==> config.mk <==
export PLATFORM = sky130hd
export DESIGN_NAME = pixcfg_ctrl
export DESIGN_NICKNAME = d
export VERILOG_FILES = /design/src/rtl/pixcfg_pkg.sv /design/src/rtl/pixcfg_cmd_buf.sv /design/src/rtl/pixcfg_word_file.sv /design/src/rtl/pixcfg_sel_dec.sv /design/src/rtl/pixcfg_ctrl.sv
export SDC_FILE = /design/constraint.sdc
export NUM_CORES = 1
export LEC_CHECK = 0
export BUFFER_PORTS_ARGS = -buffer_cell sky130_fd_sc_hd__buf_2
export CAP_MARGIN = 30
export CORE_MARGIN = 5
export CORE_UTILIZATION = 65
export CTS_BUF_LIST = sky130_fd_sc_hd__clkbuf_8
export DETAILED_ROUTE_END_ITERATION = 10
export PLACE_DENSITY_LB_ADDON = 0.1
export RECOVER_POWER = 25
export SLEW_MARGIN = 0
export SYNTH_ARGS = -nofsm -noshare
export SYNTH_HDL_FRONTEND = slang
export SYNTH_SLANG_ARGS = --single-unit
==> constraint.sdc <==
create_clock -name clk -period 4.7 [get_ports clk]
set_input_delay 0.47 -clock clk [delete_from_list [all_inputs] [get_ports clk]]
set_output_delay 0.47 -clock clk [all_outputs]
set_load 0.005 [all_outputs]
==> src/rtl/pixcfg_pkg.sv <==
package pixcfg_pkg;

    typedef enum logic [1:0] {
        S_IDLE  = 2'd0,
        S_EXEC  = 2'd1,
        S_PIXEL = 2'd2,
        S_ACK   = 2'd3
    } ctl_state_t;

    localparam logic [3:0] OP_WORD_A  = 4'd0;
    localparam logic [3:0] OP_WORD_B  = 4'd1;
    localparam logic [3:0] OP_ROW_ALL = 4'd2;
    localparam logic [3:0] OP_COL_ALL = 4'd3;
    localparam logic [3:0] OP_MATRIX  = 4'd4;
    localparam logic [3:0] OP_PIXEL   = 4'd5;
    localparam logic [3:0] OP_CFG_END = 4'd8;

    function automatic logic is_word_op(input logic [3:0] op);
        return (op == OP_WORD_A) || (op == OP_WORD_B);
    endfunction

    function automatic logic is_pix_op(input logic [3:0] op);
        return (op == OP_ROW_ALL) || (op == OP_COL_ALL) ||
               (op == OP_MATRIX)  || (op == OP_PIXEL);
    endfunction

endpackage

==> src/rtl/pixcfg_cmd_buf.sv <==
module pixcfg_cmd_buf #(
    parameter int AW = 12,
    parameter int DW = 32,
    parameter int OPW = 4
) (
    input  logic          clk,
    input  logic          rst_n,
    input  logic          load_i,
    input  logic          wr_i,
    input  logic [OPW-1:0] op_i,
    input  logic [AW-1:0] addr_i,
    input  logic [DW-1:0] wdata_i,
    output logic          wr_q,
    output logic [OPW-1:0] op_q,
    output logic [AW-1:0] addr_q,
    output logic [DW-1:0] wdata_q
);
    // Command/address buffer: loads only on an execute cycle.
    always_ff @(posedge clk or negedge rst_n) begin
        if (!rst_n) begin
            wr_q   <= 1'b0;
            op_q   <= '0;
            addr_q <= '0;
        end else if (load_i) begin
            wr_q   <= wr_i;
            op_q   <= op_i;
            addr_q <= addr_i;
        end
    end

    // Data buffer: only takes the bus in write mode.
    always_ff @(posedge clk or negedge rst_n) begin
        if (!rst_n) begin
            wdata_q <= '0;
        end else if (load_i && wr_i) begin
            wdata_q <= wdata_i;
        end
    end
endmodule

==> src/rtl/pixcfg_word_file.sv <==
module pixcfg_word_file #(
    parameter int          WORDS    = 16,
    parameter int          DW       = 32,
    parameter logic [31:0] RST_BASE = 32'hC0F1_0000,
    localparam int         IW       = $clog2(WORDS)
) (
    input  logic          clk,
    input  logic          rst_n,
    input  logic          we_i,
    input  logic [IW-1:0] idx_i,
    input  logic [DW-1:0] wdata_i,
    output logic [DW-1:0] rdata_o
);
    logic [DW-1:0] words [WORDS];

    for (genvar g = 0; g < WORDS; g++) begin : g_word
        localparam logic [DW-1:0] RST_VAL = DW'(RST_BASE + 32'(g));
        always_ff @(posedge clk or negedge rst_n) begin
            if (!rst_n) begin
                words[g] <= RST_VAL;
            end else if (we_i && (idx_i == IW'(g))) begin
                words[g] <= wdata_i;
            end
        end
    end

    assign rdata_o = words[idx_i];
endmodule

==> src/rtl/pixcfg_sel_dec.sv <==
module pixcfg_sel_dec #(
    parameter int N  = 128,
    localparam int IW = $clog2(N)
) (
    input  logic          en_i,
    input  logic          all_i,
    input  logic [IW-1:0] idx_i,
    output logic [N-1:0]  sel_o
);
    for (genvar g = 0; g < N; g++) begin : g_line
        assign sel_o[g] = en_i & (all_i | (idx_i == IW'(g)));
    end
endmodule

==> src/rtl/pixcfg_ctrl.sv <==
module pixcfg_ctrl #(
    parameter int          ROWS     = 128,
    parameter int          COLS     = 32,
    parameter int          AW       = 12,
    parameter int          DW       = 32,
    parameter int          CMDW     = 7,
    parameter int          WORDS    = 16,
    parameter int          PIXW     = 6,
    parameter logic [31:0] RST_BASE = 32'hC0F1_0000
) (
    input  logic            clk,
    input  logic            rst_n,
    input  logic            exec_i,
    input  logic            wr_i,
    input  logic [CMDW-1:0] cmd_i,
    input  logic [AW-1:0]   addr_i,
    input  logic [DW-1:0]   wdata_i,
    input  logic [PIXW-1:0] pix_rdata_i,
    output logic            ack_o,
    output logic [DW-1:0]   rdata_o,
    output logic [ROWS-1:0] row_sel_o,
    output logic [COLS-1:0] col_sel_o,
    output logic            pix_en_o,
    output logic            pix_we_o,
    output logic [PIXW-1:0] pix_wdata_o,
    output logic            cfg_end_o
);
    import pixcfg_pkg::*;

    localparam int OPW = 4;
    localparam int RIW = $clog2(ROWS);
    localparam int CIW = $clog2(COLS);
    localparam int WIW = $clog2(WORDS);

    ctl_state_t state_q, state_d;

    logic            load;
    logic            wr_q;
    logic [OPW-1:0]  op_q;
    logic [AW-1:0]   addr_q;
    logic [DW-1:0]   wdata_q;
    logic            word_we;
    logic [DW-1:0]   word_rd;

    logic            ack_q;
    logic [DW-1:0]   rdata_q;
    logic            cfg_end_q;
    logic [RIW-1:0]  row_ptr_q;
    logic [CIW-1:0]  col_ptr_q;
    logic            row_all_q;
    logic            col_all_q;

    assign load = exec_i && (state_q == S_IDLE);

    pixcfg_cmd_buf #(
        .AW (AW),
        .DW (DW),
        .OPW(OPW)
    ) u_buf (
        .clk    (clk),
        .rst_n  (rst_n),
        .load_i (load),
        .wr_i   (wr_i),
        .op_i   (cmd_i[OPW-1:0]),
        .addr_i (addr_i),
        .wdata_i(wdata_i),
        .wr_q   (wr_q),
        .op_q   (op_q),
        .addr_q (addr_q),
        .wdata_q(wdata_q)
    );

    assign word_we = (state_q == S_EXEC) && wr_q && is_word_op(op_q);

    pixcfg_word_file #(
        .WORDS   (WORDS),
        .DW      (DW),
        .RST_BASE(RST_BASE)
    ) u_words (
        .clk    (clk),
        .rst_n  (rst_n),
        .we_i   (word_we),
        .idx_i  (addr_q[WIW-1:0]),
        .wdata_i(wdata_q),
        .rdata_o(word_rd)
    );

    // State register
    always_ff @(posedge clk or negedge rst_n) begin
        if (!rst_n) state_q <= S_IDLE;
        else        state_q <= state_d;
    end

    // Next-state logic
    always_comb begin
        state_d = state_q;
        unique case (state_q)
            S_IDLE:  if (exec_i) state_d = S_EXEC;
            S_EXEC:  state_d = is_pix_op(op_q) ? S_PIXEL : S_ACK;
            S_PIXEL: state_d = S_ACK;
            S_ACK:   if (!exec_i) state_d = S_IDLE;
        endcase
    end

    // Registered outputs and pointers
    always_ff @(posedge clk or negedge rst_n) begin
        if (!rst_n) begin
            ack_q     <= 1'b0;
            rdata_q   <= '0;
            cfg_end_q <= 1'b0;
            row_ptr_q <= '0;
            col_ptr_q <= '0;
            row_all_q <= 1'b0;
            col_all_q <= 1'b0;
        end else begin
            unique case (state_q)
                S_IDLE: begin
                    cfg_end_q <= 1'b0;
                end
                S_EXEC: begin
                    if (is_pix_op(op_q)) begin
                        row_ptr_q <= addr_q[RIW-1:0];
                        col_ptr_q <= addr_q[RIW +: CIW];
                        row_all_q <= (op_q == OP_COL_ALL) || (op_q == OP_MATRIX);
                        col_all_q <= (op_q == OP_ROW_ALL) || (op_q == OP_MATRIX);
                    end else begin
                        ack_q     <= 1'b1;
                        rdata_q   <= (is_word_op(op_q) && !wr_q) ? word_rd : '0;
                        cfg_end_q <= (op_q == OP_CFG_END);
                    end
                end
                S_PIXEL: begin
                    ack_q   <= 1'b1;
                    rdata_q <= wr_q ? '0 : DW'(pix_rdata_i);
                end
                S_ACK: begin
                    cfg_end_q <= 1'b0;
                    if (!exec_i) ack_q <= 1'b0;
                end
            endcase
        end
    end

    assign pix_en_o = (state_q == S_PIXEL);

    pixcfg_sel_dec #(.N(ROWS)) u_row_dec (
        .en_i (pix_en_o),
        .all_i(row_all_q),
        .idx_i(row_ptr_q),
        .sel_o(row_sel_o)
    );

    pixcfg_sel_dec #(.N(COLS)) u_col_dec (
        .en_i (pix_en_o),
        .all_i(col_all_q),
        .idx_i(col_ptr_q),
        .sel_o(col_sel_o)
    );

    assign pix_we_o    = pix_en_o && wr_q;
    assign pix_wdata_o = pix_we_o ? wdata_q[PIXW-1:0] : '0;
    assign ack_o       = ack_q;
    assign rdata_o     = ack_q ? rdata_q : '0;
    assign cfg_end_o   = cfg_end_q;
endmodule

; ---- Yosys cells after proc, flatten, opt, wreduce, memory -nomap -nowiden
; Cells that the tools add are included.
; Widths: inputs -> output; s select.
[totals]
ff_bits = 611
latch_bits = 0
mem_bits_rw = 0
rom_bits = 0
wordCells = 596
memories = 0
[op_classes]
n_addsub = 0
mul = 0
n_div = 0
magnitude_cmp = 1
eq_ne = 185
n_shift = 0
mux = 18
n_bitwise = 321
reduce_logical = 43
[op_table]
columns = operator, n
row1 = $eq 7x7->1 const B, 64
row2 = $eq 7x6->1 const B, 32
row3 = $and 1x1->1, 160
row4 = $mux 32, 5
row5 = $or 1x1->1, 160
row6 = $bmux 32 s4, 1
row7 = $eq 7x5->1 const B, 16
row8 = $eq 5x5->1 const B, 16
row9 = $pmux 32 s2, 1
row10 = $eq 7x4->1 const B, 8
row11 = $eq 5x4->1 const B, 8
row12 = $eq 4x4->1 const B, 9
row13 = $eq 7x3->1 const B, 4
row14 = $eq 4x3->1 const B, 6
row15 = $logic_and 1x1->1, 22
row16 = $eq 5x3->1 const B, 4
row17 = $eq 4x2->1 const B, 4
row18 = $eq 7x2->1 const B, 2
row19 = $mux 6, 2
row20 = $eq 5x2->1 const B, 2
row21 = $eq 4x1->1 const B, 2
row22 = $logic_not 4->1, 2
row23 = $pmux 2 s4, 1
row24 = $reduce_and 2->1, 4
row25 = 20 further kinds, 33

; ---- Longest topological paths before layout
[depth]
ltp_word = 7
depth_mapped = 9

; ---- Modules after synthesis
; A second synthesis with hierarchy kept.
[unflattened]
cells_unflattened = 1969
area_unflattened_um2 = 29030.3
[by_module_without_submodules]
columns = module, instances, cells_per_inst, area_each_um2
row1 = pixcfg_word_file, 1, 1406, 23022.1
row2 = pixcfg_ctrl, 1, 223, 2700.1
row3 = pixcfg_cmd_buf, 1, 105, 1945.6
row4 = pixcfg_sel_dec at u_row_dec, 1, 186, 1052.3
row5 = pixcfg_sel_dec at u_col_dec, 1, 49, 310.3

; ---- Worst setup path after synthesis
; Ideal clock, no wire load.
[synth_path]
kind = register -> register
from = register state_q[1]
to = register u_words.words[162] (netlist bit)
arrival_ns = 2.481
t_required_ns = 4.575
slack_ns = 2.094
path_stages_with_launch = 10
synth_period_minus_slack_ns = 2.606
path_cell_list = dfrtp_1 -> inv_1 -> ha_1 -> or4b_1 -> buf_2 -> or4_4 -> nor2b_1 -> buf_2 -> buf_4 -> mux2_2
[synth_between]
elab_chain_cells = 4
[synth_lines]
columns = item, line
row1 = start: declaration, pixcfg_ctrl.sv:35  ; ctl_state_t state_q, state_d;
row2 = start signal: assignment, pixcfg_ctrl.sv:91  ; else state_q <= state_d;
row3 = $eq 2x1->1, pixcfg_ctrl.sv:73  ; assign word_we = (state_q == S_EXEC) && wr_q && is_word_op(op_q);
row4 = $logic_and 1x1->1 (2 in a row), pixcfg_ctrl.sv:73
row5 = $logic_and 1x1->1, pixcfg_word_file.sv:21  ; end else if (we_i && (idx_i == IW'(g))) begin
row6 = end signal: indexed assignment, pixcfg_word_file.sv:22  ; words[g] <= wdata_i;
row7 = end: declaration, pixcfg_word_file.sv:14  ; logic [DW-1:0] words [WORDS];
; Every way passes these cells.
; A chain may end at the register's enable or synchronous reset.

; ---- Worst setup path after layout
[layout_path]
from = register state_q[1]
to = register u_words.words[302] (netlist bit)
; Same word-level chain as after synthesis.

==> metrics <==
final hold viol count 0; Hold Path Stages 2; Netlist cell types 48; min Tclk post-route 3600 ps; Post-Syn Nets 2318; DR iter-0 viols 1716; Overall Power 17.9 mW; CTS tree built; CORE AREA 0.0451 sq mm; worst setup path category register to register; placed insts 2955; setup slack after placement 1200 ps; PortBufs 259; I/O pin total 263; worst min path class input port to register; Reg power frac 0.450; most frequent cells in the layout 522 x mux2_2, 464 x dfrtp_1, 260 x buf_2; vias in the first global route 20600; post-layout util 0.741; clock share of power 0.243; max_cap viols 1; Starting Density 0.654; post-CTS sizing 0; initial antenna violation count 0; die height 223 um; routability cong. 0.869; fin nets 2544; number of synthesized flops with an enable pin 0; DIE WIDTH 223 um; # DRC 0; kind of end point of the critical path register; largest net degree at the start of global routing 138; Root Buffer clkbuf_8; final instance area 0.0334 sq mm; later-pin clock latency in the skew report 670 ps; DR pass1 iterations 5; vias per cell 6.29; flop-to-flop setup slack 1100 ps; Post-Route M1 WL 31100 um; post-route ant nets 0; cts bufs inserted 96; fill count 3014; grt ovf 0; Max VDD drop 0.000426 V; number of synthesis warnings 0; switching share of power 0.358; syn_area_per_cell 13.1 sq um; Setup-failing EPs final 0; clock-pin slew on the worst setup and hold paths 60 ps; fin crit share 0.766; top layer in use met4; Die Area 0.0497 sq mm; Layout area overhead 13.4%; crit start category register; status finished with violations; Async S/R FF share, synth 1.00; WL met3 4500 um; maximum level of the CTS H-tree 3; Peak Freq 0.278 GHz; Main synth FF type dfrtp_1; Worst path max stage delay 660 ps; DP HPWL 45400 um; Rows 78; Comb pwr share 0.306; critical-path cell list inv_1 > ha_1 > or4b_1 > nor3_1 > nand2_2 > buf_4 > mux2_2; worst path required time 5230 ps; RSZ-0062 raised after global routing no; Finished Layout Cells 3159; cell depth of the worst flop-to-flop path 7; Psw 6.42 mW; most common cell after layout, fill and taps aside mux2_2; worst slew pin tran 2370 ps; slew margin rel. -0.581; share of cells above drive strength 1 0.471; Placed Area 0.0313 sq mm; total internal power 11.5 mW; PwrDens 536 mW/mm^2; Seq cells post-synth 611; Hold WS 44.7 ps; first-pass GRT wire length 118000 um; post-synthesis cell area 0.0295 sq mm; critical path's slowest cell or4b_1; Fin Clk Skew 25.7 ps; CP max FO 19; Pins Over Slew Limit 89; # diodes 0; cells after synthesis 2252; met2 wire len 37200 um; Avg WL per Cell 23.7 um; TNS Setup 0 ps; total vias in the final route 19900; fin worst setup slack 1100 ps; register area share after synthesis 0.525; clk buf depth 3; CTS Sinks 611; Leak 16.4 nW; failing checks max-capacitance violations, max-slew violations; Total GRT Usage 0.300; WP data arrival 4130 ps; Detailed Route WL 74900 um
## final timing paths
| check | end | from |
|---|---|---|
| max | u_words.words[302] | state_q[1] |
| min | u_buf.addr_q[10] | addr_i[10] |
| max reg2reg | u_words.words[302] | state_q[1] |
| min reg2reg | u_words.words[249] | u_words.words[249] |
| max in group asynchronous | u_words.words[338] | rst_n |
| min in group asynchronous | u_buf.wdata_q[23] | rst_n |
## registers in the layout (all words and copies together), names as in the netlist
| name | flops |
|---|---|
| state_q | 2 |
| row_all_q | 1 |
| cfg_end_o | 1 |
| u_buf.op_q | 4 |
| u_buf.addr_q | 12 |
| col_ptr_q | 5 |
| rdata_q | 32 |
| col_all_q | 1 |
| u_buf.wdata_q | 32 |
| u_words.words | 512 |
| u_buf.wr_q | 1 |
| row_ptr_q | 7 |
| ack_o | 1 |
## logic make-up (layout without fill, tap and decap cells)
family	Yosys count	after routing	share of synthesized area
XOR/XNOR	1	1	0.000297
multiplexers	766	766	0.312
AO/OA/AOI/OAI	276	276	0.0602
adder cells (fa/ha/maj)	5	5	0.00212
AND/OR/NAND/NOR	376	376	0.0714
buffers and inverters	217	524	0.0297
flip-flops	611	611	0.525
## synth_stat cells, drive strengths merged (6+ instances only)
cell type,count,area [sq um]
a222oi,26,260
inv,7,26.3
or2,7,43.8
buf,73,337
a22oi,70,526
dfstp,144,3780
and2,79,494
nand2,63,236
a21oi,102,510
nor2,26,100
clkbuf,137,514
o2111ai,6,52.6
nand3,40,200
mux4,64,1440
and3,7,43.8
mux2,572,6440
nand2b,7,43.8
o21ai,46,230
dfrtp,467,11700
mux2i,130,1300
nor2b,110,688
nor3,16,91.3
o21a,14,105
## critical path: cells and delay by family (launching register included)
family	cells	cell delay [ps]
adders and majority gates	1	240
buffers and inverters	2	590
DFF	1	430
muxes	1	340
and+or+nand+nor	3	1830
## repair_timing
item,in CTS,in global routing
setup buffers,0,0
hold buffers,25,0
setup endpoints to repair,0,0
hold endpoints to repair,79,0
## routing by layer
| metal | up-vias | GRT usage |
|---|---|---|
| met5 | - | 0 |
| met3 | 141 | 0.0514 |
| met2 | 640 | 0.495 |
| met4 | 0 | 0.104 |
| li1 | 8662 | - |
| met1 | 10400 | 0.409 |
## power by group through the flow
stage | Clock [mW] | Combinational (mW) | Sequential, mW
after floorplan | 0 | 4.51 | 7.10
after CTS | 4.46 | 5.48 | 8.04
final | 4.36 | 5.49 | 8.07
after detailed placement | 0 | 5.44 | 8.12
after global routing | 4.71 | 5.95 | 8.27
after global placement | 0 | 5.28 | 7.99
## layout make-up
cell class | count | area (sq um) | share of cell area
tap | 600 | 751 | 0.0225
inverter | 7 | 26.3 | 0.000786
multi-input combinational | 1424 | 13200 | 0.396
clock buffer | 120 | 1650 | 0.0494
clock inverter | 59 | 258 | 0.00771
timing repair buffer | 338 | 2020 | 0.0603
sequential | 611 | 15500 | 0.463
No activity file was read; power rests on OpenSTA's default activity.
